--- config.mk ---
export PLATFORM = sky130hd
export DESIGN_NAME = pg_qualifier
export DESIGN_NICKNAME = d
export VERILOG_FILES = /design/src/rtl/pgq_pkg.sv /design/src/rtl/pgq_tick.sv /design/src/rtl/pgq_channel.sv /design/src/rtl/pgq_regs.sv /design/src/rtl/pg_qualifier.sv
export SDC_FILE = /design/constraint.sdc
export NUM_CORES = 1
export LEC_CHECK = 0
export ABC_AREA = 0
export BUFFER_PORTS_ARGS = -buffer_cell sky130_fd_sc_hd__buf_2
export CAP_MARGIN = 20
export CORE_MARGIN = 5
export CORE_UTILIZATION = 40
export DETAILED_ROUTE_END_ITERATION = 7
export SETUP_SLACK_MARGIN = 0.4
export SKIP_LAST_GASP = 1
export SYNTH_ARGS = -nofsm -noshare
export SYNTH_HDL_FRONTEND = slang
export SYNTH_HIERARCHICAL = 1
export SYNTH_SLANG_ARGS = --single-unit
--- constraint.sdc ---
create_clock -name clk -period 2 [get_ports clk]
set_input_delay 0.2 -clock clk [delete_from_list [all_inputs] [get_ports clk]]
set_output_delay 0.2 -clock clk [all_outputs]
set_load 0.02 [all_outputs]
--- src/rtl/pgq_pkg.sv ---
package pgq_pkg;

    localparam int NCH       = 4;
    localparam int CODE_W    = 2;
    localparam int MAX_MS    = 400;
    localparam int CNT_W     = $clog2(MAX_MS + 1);
    localparam logic [7:0] ADDR_STAT = 8'h62;
    localparam logic [7:0] ADDR_DLY  = 8'h66;

    typedef enum logic [1:0] {
        CH_IDLE  = 2'd0,
        CH_COUNT = 2'd1,
        CH_GOOD  = 2'd2
    } ch_state_e;

    typedef struct packed {
        ch_state_e        st;
        logic [CNT_W-1:0] cnt;
        logic [CNT_W-1:0] target;
    } ch_ctx_t;

    typedef struct packed {
        logic [1:0]     spare_hi;
        logic           pol;
        logic           spare_mid;
        logic [NCH-1:0] pg;
    } status_t;

    function automatic logic [CNT_W-1:0] dly_ms(input logic [CODE_W-1:0] code);
        return CNT_W'(50) << code;
    endfunction

endpackage

--- src/rtl/pgq_tick.sv ---
module pgq_tick #(
    parameter int CLKS_PER_MS = 50000
) (
    input  logic clk,
    input  logic rst,
    output logic tick
);
    localparam int DW = (CLKS_PER_MS > 1) ? $clog2(CLKS_PER_MS) : 1;
    localparam logic [DW-1:0] LAST = DW'(CLKS_PER_MS - 1);

    logic [DW-1:0] div;

    always_ff @(posedge clk) begin
        if (rst) begin
            div  <= '0;
            tick <= 1'b0;
        end else if (div == LAST) begin
            div  <= '0;
            tick <= 1'b1;
        end else begin
            div  <= div + 1'b1;
            tick <= 1'b0;
        end
    end

    generate
        if (CLKS_PER_MS > 1) begin : g_chk
            a_r2_tick_isolated: assert property (@(posedge clk) disable iff (rst)
                tick |=> !tick);
        end
    endgenerate

endmodule

--- src/rtl/pgq_channel.sv ---
module pgq_channel
    import pgq_pkg::*;
#(
    parameter int ADC_W = 10
) (
    input  logic              clk,
    input  logic              rst,
    input  logic              tick,
    input  logic [ADC_W-1:0]  v,
    input  logic [ADC_W-1:0]  uv,
    input  logic [ADC_W-1:0]  ov,
    input  logic [CODE_W-1:0] code,
    output logic              good
);
    ch_ctx_t ctx;
    logic    in_win;

    assign in_win = (v >= uv) && (v <= ov);
    assign good   = (ctx.st == CH_GOOD);

    always_ff @(posedge clk) begin
        if (rst) begin
            ctx.st     <= CH_IDLE;
            ctx.cnt    <= '0;
            ctx.target <= '0;
        end else if (!in_win) begin
            ctx.st  <= CH_IDLE;
            ctx.cnt <= '0;
        end else begin
            unique case (ctx.st)
                CH_IDLE: begin
                    ctx.st     <= CH_COUNT;
                    ctx.cnt    <= '0;
                    ctx.target <= dly_ms(code);
                end
                CH_COUNT: begin
                    if (tick) begin
                        ctx.cnt <= ctx.cnt + 1'b1;
                        if (ctx.cnt == ctx.target - 1'b1)
                            ctx.st <= CH_GOOD;
                    end
                end
                default: ctx.st <= CH_GOOD;
            endcase
        end
    end

    a_r1_leave_clears: assert property (@(posedge clk) disable iff (rst)
        !in_win |=> !good);

    a_r3_rise_needs_window: assert property (@(posedge clk) disable iff (rst)
        $rose(good) |-> $past(in_win));

    a_r4_target_held: assert property (@(posedge clk) disable iff (rst)
        (ctx.st == CH_COUNT) |=> (ctx.st != CH_COUNT) || $stable(ctx.target));

    a_r2_count_bound: assert property (@(posedge clk) disable iff (rst)
        ctx.cnt <= ctx.target);

endmodule

--- src/rtl/pgq_regs.sv ---
module pgq_regs
    import pgq_pkg::*;
(
    input  logic                  clk,
    input  logic                  rst,
    input  logic                  wr,
    input  logic [7:0]            addr,
    input  logic [7:0]            wdata,
    input  logic [NCH-1:0]        good,
    input  logic                  pol_hi,
    output logic [7:0]            rdata,
    output logic [NCH*CODE_W-1:0] codes
);
    logic [7:0] dly_reg;
    status_t    stat;

    always_ff @(posedge clk) begin
        if (rst)
            dly_reg <= 8'h00;
        else if (wr && addr == ADDR_DLY)
            dly_reg <= wdata;
    end

    always_comb begin
        stat           = '0;
        stat.pol       = pol_hi;
        stat.pg        = good;
        unique case (addr)
            ADDR_STAT: rdata = stat;
            ADDR_DLY:  rdata = dly_reg;
            default:   rdata = 8'h00;
        endcase
    end

    assign codes = dly_reg[NCH*CODE_W-1:0];

    a_r5_reset_value: assert property (@(posedge clk) disable iff (rst)
        $past(rst) |-> dly_reg == 8'h00);

    a_r6_status_write_ignored: assert property (@(posedge clk) disable iff (rst)
        (wr && addr == ADDR_STAT) |=> $stable(dly_reg));

endmodule

--- src/rtl/pg_qualifier.sv ---
module pg_qualifier
    import pgq_pkg::*;
#(
    parameter int ADC_W       = 10,
    parameter int CLKS_PER_MS = 50000
) (
    input  logic                 clk,
    input  logic                 rst,
    input  logic                 pol_hi,
    input  logic [4*ADC_W-1:0]   mon_v,
    input  logic [4*ADC_W-1:0]   uv_lim,
    input  logic [4*ADC_W-1:0]   ov_lim,
    input  logic                 reg_wr,
    input  logic [7:0]           reg_addr,
    input  logic [7:0]           reg_wdata,
    output logic [7:0]           reg_rdata,
    output logic [3:0]           pg_out
);
    logic                  tick;
    logic [NCH-1:0]        good;
    logic [NCH*CODE_W-1:0] codes;

    pgq_tick #(.CLKS_PER_MS(CLKS_PER_MS)) u_tick (
        .clk  (clk),
        .rst  (rst),
        .tick (tick)
    );

    pgq_regs u_regs (
        .clk    (clk),
        .rst    (rst),
        .wr     (reg_wr),
        .addr   (reg_addr),
        .wdata  (reg_wdata),
        .good   (good),
        .pol_hi (pol_hi),
        .rdata  (reg_rdata),
        .codes  (codes)
    );

    generate
        for (genvar i = 0; i < NCH; i++) begin : g_ch
            pgq_channel #(.ADC_W(ADC_W)) u_ch (
                .clk  (clk),
                .rst  (rst),
                .tick (tick),
                .v    (mon_v[i*ADC_W +: ADC_W]),
                .uv   (uv_lim[i*ADC_W +: ADC_W]),
                .ov   (ov_lim[i*ADC_W +: ADC_W]),
                .code (codes[i*CODE_W +: CODE_W]),
                .good (good[i])
            );
            assign pg_out[i] = pol_hi ? good[i] : ~good[i];
        end
    endgenerate

    a_r9_reset_clear: assert property (@(posedge clk) disable iff (rst)
        $past(rst) |-> good == '0);

endmodule

; After elaboration in Yosys (flattened, before gate mapping)
; Index checks and enable logic that the tools add are counted.
[classes]
add_sub_neg = 9
n_lt_le_gt_ge = 8
n_eq_ne = 23
shift = 4
mux = 22
n_bitwise = 8
n_reduce_logical = 30
[op_table]
columns = op, n
row1 = $pmux W9 S2, 4
row2 = $mux W11, 4
row3 = $ge A10 B10 Y1, 4
row4 = $le A10 B10 Y1, 4
row5 = $add A9 B1 Y9 const B, 4
row6 = $eq A9 B9 Y1, 4
row7 = $shl A6 B2 Y9 const A, 4
row8 = $sub A9 B1 Y9 const B, 4
row9 = $reduce_and A2 Y1, 12
row10 = $add A16 B1 Y16 const B, 1
row11 = $eq A16 B16 Y1 const B, 1
row12 = $eq A8 B7 Y1 const B, 2
row13 = $pmux W2 S2, 4
row14 = $pmux W8 S2, 1
row15 = $reduce_or A2 Y1, 5
row16 = $eq A2 B1 Y1 const B, 4
row17 = $eq A2 B2 Y1 const B, 4
row18 = $logic_not A2 Y1, 4
row19 = $mux W2, 4
row20 = $ne A2 B1 Y1 const B, 4
row21 = $ne A2 B2 Y1 const B, 4
row22 = $not A1 Y1, 8
row23 = $reduce_bool A2 Y1, 4
row24 = $logic_and A1 B1 Y1, 5
row25 = $mux W1, 5
[totals]
reg_bits = 105
input_bits = 140
out_inout_bits = 12
word_cells = 119

; Logic depth before layout (Yosys ltp)
[logic_depth]
ltp_word = 5
mapped_depth = 9
depth_no_buf = 8

; Hierarchy
; Netlist, hierarchy kept.
[by_module_without_submodules]
columns = mod, n_inst, cells_per_inst, area_per_inst_um2
row1 = pgq_channel, 4, 200, 1601.5
row2 = pgq_tick, 1, 82, 788.3
row3 = pgq_regs, 1, 55, 499.2
row4 = pg_qualifier, 1, 5, 46.3

; Least setup slack after synthesis
; OpenSTA, ideal clock, no wires.
[synth_timing]
path_kind = input to register
from = in ov_lim[3]
to = reg g_ch[0].u_ch/ctx[4] (netlist bit)
setup_ns = 0.086
t_arrival_ns = 1.940
t_required_ns = 1.914
setup_slack_ns = -0.025
cell_stages = 8
cell_sequence = inv_1 > ha_1 > a21o_1 > a21o_1 > a2111o_1 > a211oi_4 > a21oi_1 > a211oi_1
[synth_via]
elab_chain_cells = 3
[synth_rtl]
columns = item, line
row1 = from (decl), pg_qualifier.sv:12  ; input logic [4*ADC_W-1:0] ov_lim,
row2 = $le A10 B10 Y1, pgq_channel.sv:18  ; assign in_win = (v >= uv) && (v <= ov);
row3 = $logic_and A1 B1 Y1, pgq_channel.sv:18
row4 = $reduce_and A2 Y1 (no source line), -
row5 = to (decl), pgq_channel.sv:15  ; ch_ctx_t ctx;
; No other way between the ends.
; A chain may end at the register's enable or synchronous reset.

; Worst setup path after layout
[layout_timing]
from = in mon_v[33]
to = reg g_ch[3].u_ch/ctx[4] (netlist bit)
[layout_via]
elab_chain_cells = 3
elab_cells_between_ends = 4
cone_classes = order compare (2) / reduce/logical (2)
[layout_rtl]
columns = item, line
row1 = from (decl), pg_qualifier.sv:10  ; input logic [4*ADC_W-1:0] mon_v,
row2 = $ge A10 B10 Y1 or $le A10 B10 Y1 (tied branches), pgq_channel.sv:18
row3 = $logic_and A1 B1 Y1 (*), pgq_channel.sv:18
row4 = $reduce_and A2 Y1 (no source line) (*), -
row5 = to (decl), pgq_channel.sv:15
; Mark *: on every way between the ends. The rest lies on a longest branch, timed or not.

==> results.md <==
* CP max stage delay at 0.45 ns
* Combinational share of power at 30.7%
* Pre-Repair DR Iteration Count at 5
* Critical path fanouts, max at 7
* DRT iter0 DRCs at 296
* CTS tree: done
* Outcome: finished, final reports clean
* Critical Path End: g_ch[3].u_ch/ctx[4]
* FP Rows at 50
* Post-Synthesis Mean Instance Area at 8.22 um^2
* Sw Share at 29.8%
* Slew at the pin closest to its max-slew limit at 0.466 ns
* Synthesis Warnings at 6
* WL final at 19900 um
* Library cells used by synthesis at 53
* CP top delay family: compound AO/OA/AOI/OAI gates
* Internal power at 3.92 mW
* Most frequent cells in the layout: 142 x buf_2, 95 x inv_1, 94 x buf_4
* Starting density of the core at 41.0%
* CP Cell Sequence: buf_8 > ha_4 > a21o_1 > a21o_1 > a2111o_1 > a211oi_4 > buf_6 > a21oi_4 > a211oi_2
* CP endpoint kind: flip-flop
* Largest net degree at the start of global routing at 20
* Worst slew margin at 68.8%
* Worst clock skew at 0.00630 ns
* Crit path DAT at 2.00 ns
* Critical path class: in -> reg
* Clock Sinks at 101
* Leak at 4.73 nW
* GRT overflow at 0
* Antenna-violating nets left at 0
* Most common cell after layout, fill and taps aside: buf_2
* Post-layout util at 57.9%
* Final worst-path cycle share at 86.5%
* Critical path depth at 9
* Unrepaired setup endpoints after global routing: yes
* Min Tclk post-route at 1.73 ns
* Sequential fraction of design power at 38.4%
* Final nets at 1419
* Vias per inst at 5.11
* CP max-delay cell: a2111o_1
* Post-DP HPWL at 14900 um
* Hold crit path type: in -> reg
* Sw Pwr at 1.66 mW
* Area growth, synth to finish at 41.4%
* Worst path bufs/invs at 2
* Final setup viols at 0
* DIE AREA at 22200 um^2
* Post-synth top flop: dfxtp_1
* Achievable clock frequency at 578 MHz
* Seq cells post-synth at 101
* Reg2reg start: g_ch[1].u_ch/ctx[1]
* Initial antenna violation count at 1
* Die Span X at 149 um
* Sequential area share after synthesis at 26.1%
* Worst skew pair latency at 0.35 ns
* Startpoint types: input pin
* Antenna cells at 0
* IR drop worst, VDD at 0.361 mV
* Synthesized net count at 1187
* Post-CTS Hold Fix Bufs at 0
* Number of H-tree levels at 3
* Ports at 152
* Vias in the first global route at 6987
* Critical path required time at 2.27 ns
* Global router's overall resource usage at 17.2%
* Setup crit start: mon_v[33]
* Synth Instances at 942
* I/O Buffers at 151
* Setup TNS at 0 ns
* Final Hold Vio Count at 0
* Post-synth ARST share at 0%
* CTS root buffer: clkbuf_16
* Worst R2R End: g_ch[1].u_ch/ctx[18]
* CTS Buffer Depth at 2
* Cell Area, Placed at 9320 um^2
* Post-synth EDFFs at 0
* # Max-Cap Violations at 0
* Power, Total at 5.58 mW
* Pwr Density at 510 nW/um^2
* Global-route wire length before repair at 32200 um
* Total number of vias at 7357
* Number of CTS-inserted buffers at 9
* Post-Syn Area at 7740 um^2
* CP dominant cell by count: a21o_1
* Drt wl/cell at 13.8 um
* RePlAce Congestion at 0.855
* Hold path depth at 3
* Fraction of layout cells with a size suffix above 1 at 40.1%
* Post-route DRC at 0
* CORE AREA at 18900 um^2
* Die height at 149 um
* Clk network pwr share at 30.9%
* Design area at 10900 um^2
* Clk slew on worst S/H paths at 0.06 ns
* Final Max Tran Viols at 0
* Slack of the worst reg-to-reg path at 0.28 ns
* Depth of the most critical reg-to-reg path at 7
-- cell type report --
type	count	area (um^2)
Clock buffer	15	258
Clock inverter	1	30.0
Fill cell	1719	7950
Inverter	104	413
Multi-Input combinational cell	709	6240
Sequential cell	101	2100
Tap cell	260	325
Timing Repair Buffer	249	1580
-- power by group through the flow --
stage / clock [mW] / sequential [mW] / combinational [mW]
finish: 1.72 / 2.14 / 1.71
detailed placement: 0 / 2.18 / 1.31
floorplan: 0 / 2.15 / 0.870
global placement: 0 / 2.18 / 1.30
CTS: 1.78 / 2.14 / 1.51
global route: 1.86 / 2.15 / 1.90
-- layer usage --
metal | global-route usage, % | up-vias | routed length [um]
li1 | - | 3794 | -
met1 | 23.9 | 3395 | 9410
met4 | 3.11 | 2 | 182
met5 | 0 | - | 13
met2 | 28.0 | 150 | 9400
met3 | 3.37 | 16 | 889
-- cells by family after synthesis --
| kind of cell | share of synthesized area, % |
|---|---|
| adders and majority gates | 17.0 |
| xor gates and xnor gates | 9.73 |
| DFF | 26.1 |
| muxes | 2.26 |
| and+or+nand+nor | 20.4 |
| AOI/OAI and AO/OA | 17.7 |
| buffers and inverters | 6.77 |
-- repair_timing --
action,4_1_cts,5_1_grt
gates cloned,0,1
setup buffers,12,19
pin swaps,54,58
endpoints found under the setup margin,85,96
gates resized for setup,141,127
-- sequential cells by signal, indices dropped and copies added (netlist names) --
| register | cells |
|---|---|
| g_ch.u_ch/ctx | 76 |
| u_tick/div | 16 |
| u_tick/tick | 1 |
| u_regs/codes | 8 |
-- metrics by stage --
stage / cells / hold WS (ns) / setup slack, ns
after floorplan: 942 / 0.272 / 0.149
after global placement: 1391 / 0.462 / -0.0955
after detailed placement: 1391 / 0.464 / -0.136
after CTS: 1419 / 0.0873 / 0.280
after global routing: 1439 / 0.109 / 0.189
final: 1439 / 0.101 / 0.270
-- worst min-delay path by stage --
stage,from,endpoint,slack [ns]
floorplan,rst,u_tick/div[2],0.27
global placement,reg_wdata[2],u_regs/codes[2],0.46
detailed placement,reg_wdata[2],u_regs/codes[2],0.46
CTS,reg_wdata[2],u_regs/codes[2],0.09
global route,reg_wdata[1],u_regs/codes[1],0.11
finish,reg_wdata[2],u_regs/codes[2],0.10
-- cells in the mapped netlist, types with 5 or more instances --
library cell | n | area [um^2]
nor3_1 | 13 | 65.1
ha_1 | 105 | 1310
mux2i_1 | 13 | 130
xor2_1 | 33 | 289
a21o_1 | 12 | 90.1
buf_2 | 5 | 25.0
and3_1 | 15 | 93.8
dfxtp_1 | 101 | 2020
nand4_1 | 21 | 131
nor2b_1 | 16 | 100
a22oi_1 | 8 | 60.1
nand2_1 | 36 | 135
a21oi_1 | 56 | 280
a211oi_1 | 16 | 120
nor4_1 | 14 | 87.6
inv_1 | 104 | 390
xnor2_1 | 53 | 464
nand2b_1 | 22 | 138
nor2_1 | 87 | 327
o21ai_0 | 56 | 280
clkbuf_1 | 17 | 63.8
nand3_1 | 45 | 225
-- worst min-delay path: stages --
cell	delay, ns
buf_2	0.09
nand2b_1	0.05
mux2i_1	0.05
(Power assumes the default switching activity.)
